==> config.mk <==
export PLATFORM = sky130hd
export DESIGN_NAME = bincnt_top
export DESIGN_NICKNAME = d
export VERILOG_FILES = /design/src/rtl/bincnt_pkg.sv /design/src/rtl/bincnt_ctl.sv /design/src/rtl/bincnt_reg.sv /design/src/rtl/bincnt_carry.sv /design/src/rtl/bincnt_top.sv
export SDC_FILE = /design/constraint.sdc
export NUM_CORES = 1
export LEC_CHECK = 0
export ABC_CLOCK_PERIOD_IN_PS = 2400
export CAP_MARGIN = 20
export CORE_AREA = 2 2 39 41
export DETAILED_ROUTE_END_ITERATION = 8
export DIE_AREA = 0 0 41 43
export SLEW_MARGIN = 20
export SYNTH_ARGS = -nofsm -noshare
export SYNTH_HDL_FRONTEND = slang
export SYNTH_HIERARCHICAL = 1
export SYNTH_SLANG_ARGS = --single-unit
==> constraint.sdc <==
create_clock -name clk -period 2.4 [get_ports clk]
set_input_delay 0.36 -clock clk [delete_from_list [all_inputs] [get_ports clk]]
set_output_delay 0.36 -clock clk [all_outputs]
set_load 0.1 [all_outputs]
==> src/rtl/bincnt_pkg.sv <==
package bincnt_pkg;
    typedef enum logic [1:0] {
        OP_HOLD  = 2'd0,
        OP_COUNT = 2'd1,
        OP_LOAD  = 2'd2,
        OP_CLEAR = 2'd3
    } op_e;
endpackage

==> src/rtl/bincnt_ctl.sv <==
module bincnt_ctl
    import bincnt_pkg::*;
(
    input  logic clr_n,
    input  logic ld_n,
    input  logic en_par,
    input  logic en_trk,
    output op_e  op
);
    // Priority decode: clear, then load, then count, then hold.
    always_comb begin
        unique casez ({clr_n, ld_n, en_par & en_trk})
            3'b0??:  op = OP_CLEAR;
            3'b10?:  op = OP_LOAD;
            3'b111:  op = OP_COUNT;
            3'b110:  op = OP_HOLD;
            default: op = OP_HOLD;
        endcase
    end
endmodule

==> src/rtl/bincnt_reg.sv <==
module bincnt_reg
    import bincnt_pkg::*;
#(
    parameter int WIDTH     = 4,
    parameter bit ASYNC_CLR = 1'b0
) (
    input  logic             clk,
    input  logic             clr_n,
    input  op_e              op,
    input  logic [WIDTH-1:0] din,
    output logic [WIDTH-1:0] q
);
    localparam logic [WIDTH-1:0] ZERO = '0;
    localparam logic [WIDTH-1:0] ONE  = WIDTH'(1);

    logic [WIDTH-1:0] q_nxt;

    always_comb begin
        unique case (op)
            OP_CLEAR: q_nxt = ZERO;
            OP_LOAD:  q_nxt = din;
            OP_COUNT: q_nxt = q + ONE;
            OP_HOLD:  q_nxt = q;
            default:  q_nxt = q;
        endcase
    end

    generate
        if (ASYNC_CLR) begin : g_async_clr
            always_ff @(posedge clk or negedge clr_n) begin
                if (!clr_n) q <= ZERO;
                else        q <= q_nxt;
            end
        end else begin : g_sync_clr
            always_ff @(posedge clk) begin
                q <= q_nxt;
            end
        end
    endgenerate
endmodule

==> src/rtl/bincnt_carry.sv <==
module bincnt_carry #(
    parameter int WIDTH = 4
) (
    input  logic             en_trk,
    input  logic [WIDTH-1:0] q,
    output logic             carry
);
    always_comb begin
        carry = en_trk & (&q);
    end
endmodule

==> src/rtl/bincnt_top.sv <==
module bincnt_top
    import bincnt_pkg::*;
#(
    parameter int WIDTH     = 4,
    parameter bit ASYNC_CLR = 1'b0
) (
    input  logic             clk,
    input  logic             clr_n,
    input  logic             ld_n,
    input  logic [WIDTH-1:0] din,
    input  logic             en_par,
    input  logic             en_trk,
    output logic [WIDTH-1:0] q,
    output logic             carry
);
    op_e op;

    bincnt_ctl ctl_i (
        .clr_n  (clr_n),
        .ld_n   (ld_n),
        .en_par (en_par),
        .en_trk (en_trk),
        .op     (op)
    );

    bincnt_reg #(.WIDTH(WIDTH), .ASYNC_CLR(ASYNC_CLR)) reg_i (
        .clk   (clk),
        .clr_n (clr_n),
        .op    (op),
        .din   (din),
        .q     (q)
    );

    bincnt_carry #(.WIDTH(WIDTH)) carry_i (
        .en_trk (en_trk),
        .q      (q),
        .carry  (carry)
    );
endmodule

# After elaboration in Yosys (flattened, before gate mapping)
# Index checks and enable logic that the tools add are counted.
# totals
in_bits	9
wordCells	15
output_inout_bits	5
ff_bits	4
# op_classes
add_sub_neg	1
n_eq_ne	6
bitwise	3
mux	2
n_reduce_logical	2
# op_table
op	count
$pmux 4 s3	1
$pmux 2 s4	1
$eq 2x2->1 const B	3
$eq 3x3->1 const B	2
$add 4x1->4 const B	1
$reduce_and 4->1	1
$and 1x1->1	2
$eq 2x1->1 const B	1
$logic_not 2->1	1
$not 1->1	1

# Longest topological paths before layout
# logic_depth
ltp_word	5
depth_mapped	6
ltp_nobuf	6

# Hierarchy
# The synthesis kept the hierarchy.
# modules_own_cells
module	seq_area_each_um2	cells_each	area_each_um2	n_inst
bincnt_reg	120.1	24	266.5	1
bincnt_carry	0.0	3	12.5	1
bincnt_ctl	0.0	3	12.5	1

# Least setup slack after synthesis
# No wires, ideal clock.
# synth_path
kind	reg-to-output
start	reg reg_i.q[0]
end	out carry
path_slack_ns	-0.365
arrival_ns	2.405
path_stages_with_launch	3
required_time_ns	2.040
path_buffers	0
cell_sequence	edfxtp_1 nand3_1 nor2_1
# synth_via
elab_chain_cells	2
# synth_rtl
item	line	rtl
from (decl)	bincnt_reg.sv:11	output logic [WIDTH-1:0] q
from (signal assigned)	bincnt_reg.sv:36	q <= q_nxt;
$reduce_and 4->1	bincnt_carry.sv:9	carry = en_trk & (&q);
$and 1x1->1	bincnt_carry.sv:9	
to (decl)	bincnt_top.sv:14	output logic carry
# No other way between the ends.

# Worst setup path in the final report
# layout_path
start	in en_trk
end	reg reg_i.q[3] (data pin)
# layout_via
elab_chain_cells	5
elab_cells_between_ends	8
cone_classes	eq/ne (5); mux (2); bitwise (1)
# layout_rtl
item	line	rtl
from (decl)	bincnt_top.sv:12	input logic en_trk,
$and 1x1->1 *	bincnt_ctl.sv:12	unique casez ({clr_n, ld_n, en_par & en_trk})
$eq 3x3->1	bincnt_ctl.sv:12	
$pmux 2 s4 *	bincnt_ctl.sv:12	
net op[0]	bincnt_top.sv:16	op_e op;
$eq 2x1->1 / $eq 2x2->1 (equally long branches)	bincnt_reg.sv:19	unique case (op)
$pmux 4 s3 *	bincnt_reg.sv:19	
net reg_i.q_nxt[3]	bincnt_reg.sv:16	logic [WIDTH-1:0] q_nxt;
# Mark *: on every way through the listed nets, which the timed path passes. The rest lies on a longest branch.
# A chain may end at the register's enable or synchronous reset.

==> results_tabular.tex <==
\begin{tabular}{lr}
\hline
Metric & Value \\
\hline
\multicolumn{2}{l}{\textbf{Global route}} \\
Overall routing resource usage & a little under a tenth \\
Initial antenna violation count & 0 \\
Global-route wire length before repair & around 1100 um \\
Largest net degree at the start of global routing & 7 \\
Number of global-route vias before repair & 262 \\
Grt ovf & 0 \\
\multicolumn{2}{l}{\textbf{Min path}} \\
Hold/Removal Path Class & reg -> reg \\
\multicolumn{2}{l}{\textbf{Critical path}} \\
Highest fanout seen on the critical path & 6 \\
Critical Path Sink Type & flop \\
Worst Setup Path Type & in -> reg \\
Crit path required time & 2.38 ns \\
Crit-path cells & clkdlybuf4s50\_1, nand3\_1, nand2\_1, inv\_1, ha\_1, nand4\_1, o211ai\_1 \\
CP max stage cell & sky130\_fd\_sc\_hd\_\_clkdlybuf4s50\_1 \\
Crit path arrival time & roughly 1.7 ns \\
Sort of element at the start of the critical path & input pin \\
Max stage delay on crit path & between 0.4 and 0.5 ns \\
\multicolumn{2}{l}{\textbf{Yosys}} \\
Commonest cells in the netlist & sky130\_fd\_sc\_hd\_\_edfxtp\_1, sky130\_fd\_sc\_hd\_\_ha\_1, sky130\_fd\_sc\_hd\_\_nand2\_1, sky130\_fd\_sc\_hd\_\_nand3\_1, sky130\_fd\_sc\_hd\_\_inv\_1 \\
Combinational family with the most area after synthesis & simple AND/OR/NAND/NOR gates \\
Fraction of synthesis flops using an asynchronous set or reset pin & 0\% \\
Syn Nets & 43 \\
Proportion of synthesized area in mux cells & 0\% \\
Portion of synthesized cell area occupied by the leading cell type & between 40\% and 50\% \\
Cells after synthesis & 30 \\
Simple-gate share of the synthesized area & roughly a quarter \\
Sequential cell area fraction in the yosys report & 41.2\% \\
Cell types occupying the most area after synthesis & sky130\_fd\_sc\_hd\_\_edfxtp\_1, sky130\_fd\_sc\_hd\_\_ha\_1, sky130\_fd\_sc\_hd\_\_nand3\_1 \\
Adder and majority gate portion of the synthesized area & 17.2\% \\
Most frequently used flop master after synthesis & sky130\_fd\_sc\_hd\_\_edfxtp\_1 \\
Total standard cell area after synthesis & about 290 um\^{}2 \\
Area share of xor/xnor cells in the synthesized design & about 3\% \\
Compound-Gate Fraction of Synth Area & between 10\% and 20\% \\
Mean area per synthesized cell & 9.72 um\^{}2 \\
Cell type with the highest aggregate area in the netlist & sky130\_fd\_sc\_hd\_\_edfxtp\_1 \\
Count of state elements after synthesis & 4 \\
Number of distinct library cells after synthesis & 14 \\
Number of synthesized flops with an enable pin & 4 \\
Yosys warns & 6 \\
\multicolumn{2}{l}{\textbf{Finish}} \\
Signed area change from the synthesized netlist to the final layout & 60.1\% \\
Top flop regs & reg\_i/q x4 \\
Cell area after layout & approximately 470 um\^{}2 \\
Number of antenna repair diodes & 0 \\
Max reg flops & 4 \\
Most flops, register & reg\_i/q \\
Final nets & 61 \\
Fillcell total & roughly 160 \\
Fraction of final layout cells with drive strength greater than 1 & 19.6\% \\
\multicolumn{2}{l}{\textbf{Detailed routing}} \\
Iter 0 DRT Violations & 7 \\
Number of remaining DRC errors & 0 \\
Total Routed Length & 630 um \\
Drt via density & $\sim$4.5 \\
Remaining antenna violation count after routing & 0 \\
DR vias & approximately 280 \\
TritonRoute pass-1 iters & 4 \\
Mean routed wirelength per cell & between 10 and 15 um \\
\multicolumn{2}{l}{\textbf{CTS}} \\
Root buf cell & sky130\_fd\_sc\_hd\_\_clkbuf\_4 \\
Clock sink count & 4 \\
Clock Tree Buf Depth & 2 \\
TritonCTS clock tree & yes \\
CTS Hold Buffers Added & 0 \\
Resized cells post-CTS & 0 \\
Cts bufs inserted & 3 \\
\# Post-CTS Setup Buffers & 0 \\
Register clock-pin slew on the reported worst setup and hold paths & $\sim$0.040 ns \\
Skew-Pair Late Insertion Delay & $\sim$0.24 ns \\
H-tree depth & 1 \\
\multicolumn{2}{l}{\textbf{STA}} \\
Setup tns final & 0 ns \\
Min cycle time layout & around 1.7 ns \\
Slew of the pin with the lowest slew margin & $\sim$0.28 ns \\
Count of final setup violators & 0 \\
Worst clock skew & 0.00647 ns \\
Maximum achievable frequency & approximately 0.6 GHz \\
Final Max Tran Viols & 0 \\
Worst slew slack as a fraction of its limit & about four fifths \\
Unrepaired setup endpoints after global routing & false \\
Hold violation total from the final report & 0 \\
Crit share post-route & between 60\% and 70\% \\
\multicolumn{2}{l}{\textbf{Placement}} \\
Final Wtd Congestion & 0.732 \\
Placement Cell Area & between 400 and 500 um\^{}2 \\
IO Port Bufs & 13 \\
\multicolumn{2}{l}{\textbf{Die}} \\
Die Span Y & around 43 um \\
Die footprint & between 1500 and 2000 um\^{}2 \\
Placement row count & 14 \\
Die Wd & about 40 um \\
Core Region & approximately 1400 um\^{}2 \\
Initial cell density of the core & between 20\% and 30\% \\
Count of pins on the block boundary & 14 \\
\multicolumn{2}{l}{\textbf{Run}} \\
Max\_cap viols & 0 \\
\multicolumn{2}{l}{\textbf{Pwr}} \\
Peak VDD IR & roughly 0.00019 V \\
Power density cells & around 570 nW/um\^{}2 \\
Leakage power & roughly 0.0002 uW \\
\multicolumn{2}{l}{\textbf{Run status}} \\
Run status & finished, final reports clean \\
\hline
\end{tabular}
path summary, 6_finish.rpt:
path / startpoint / to / slack, ns / cells after the start
min: reg_i/q[3] / reg_i/q[3] / 0.69 / 2
max reg2reg: reg_i/q[0] / reg_i/q[2] / 1.10 / 4
min reg2reg: reg_i/q[3] / reg_i/q[3] / 0.69 / 2
max: en_trk / reg_i/q[3] / 0.73 / 7
placed cells by master, fill, tap and decap left out:
| cell type | n |
|---|---|
| sky130_fd_sc_hd__nand2_1 | 4 |
| sky130_fd_sc_hd__clkbuf_4 | 3 |
| sky130_fd_sc_hd__nand3_1 | 4 |
| sky130_fd_sc_hd__inv_1 | 3 |
| sky130_fd_sc_hd__xor2_1 | 1 |
| sky130_fd_sc_hd__a22oi_1 | 2 |
| sky130_fd_sc_hd__ha_1 | 4 |
| sky130_fd_sc_hd__o211ai_1 | 1 |
| sky130_fd_sc_hd__buf_4 | 4 |
| sky130_fd_sc_hd__nor2_2 | 1 |
| sky130_fd_sc_hd__buf_12 | 1 |
| sky130_fd_sc_hd__nand4_1 | 1 |
| sky130_fd_sc_hd__edfxtp_1 | 4 |
| sky130_fd_sc_hd__nand2b_1 | 1 |
| sky130_fd_sc_hd__nand3b_1 | 1 |
| sky130_fd_sc_hd__clkdlybuf4s50_1 | 8 |
| sky130_fd_sc_hd__a21boi_0 | 1 |
| sky130_fd_sc_hd__nor2b_1 | 2 |
through the flow:
stage	worst slack, ns	util, %	cells	hold slack, ns	power [uW]
floorplan	0.0567	-	30	0.599	154
global placement	0.507	32.1	59	0.663	182
detailed placement	0.492	32.1	59	0.665	182
CTS	0.747	33.7	62	0.677	270
global route	0.635	33.7	62	0.727	280
finish	0.733	33.7	62	0.691	266
power by group:
| part | switching, uW | total (uW) | internal (uW) |
|---|---|---|---|
| Clock | 28.5 | 84.5 | 56.0 |
| Sequential | 6.61 | 91.1 | 84.5 |
| Combinational | 60.8 | 90.4 | 29.5 |
| Total | 95.9 | 266 | 170 |
per-layer routing:
layer | global-route usage (%) | wire length (um) | up-vias
li1 | - | - | 140
met1 | 11.7 | 279 | 119
met2 | 11.9 | 286 | 19
met3 | 4.71 | 64 | 0
met4 | 8.00 | 0 | 0
met5 | 0 | 0 | -
layout make-up:
cell class / count / area [um^2] / area share [%]
clock buffer: 3 / 22.5 / 4.83
timing repair buffer: 13 / 130 / 27.9
sequential: 4 / 120 / 25.7
tap: 16 / 20.0 / 4.29
inverter: 3 / 11.3 / 2.41
multi-input combinational: 23 / 163 / 34.9
cells by family (layout without fill, tap and decap cells):
family	Yosys count	count (layout)
and+or+nand+nor	14	14
buffers and inverters	3	19
DFF	4	4
xor gates and xnor gates	1	1
adders and majority gates	4	4
AOI/OAI and AO/OA	4	4
critical path: cells and delay by family:
family	cells	cell delay, ns
buffers and inverters	2	0.55
AO/OA/AOI/OAI	1	0.08
adder cells (fa/ha/maj)	1	0.36
AND/OR/NAND/NOR	3	0.29
No activity file was read; power rests on OpenSTA's default activity.
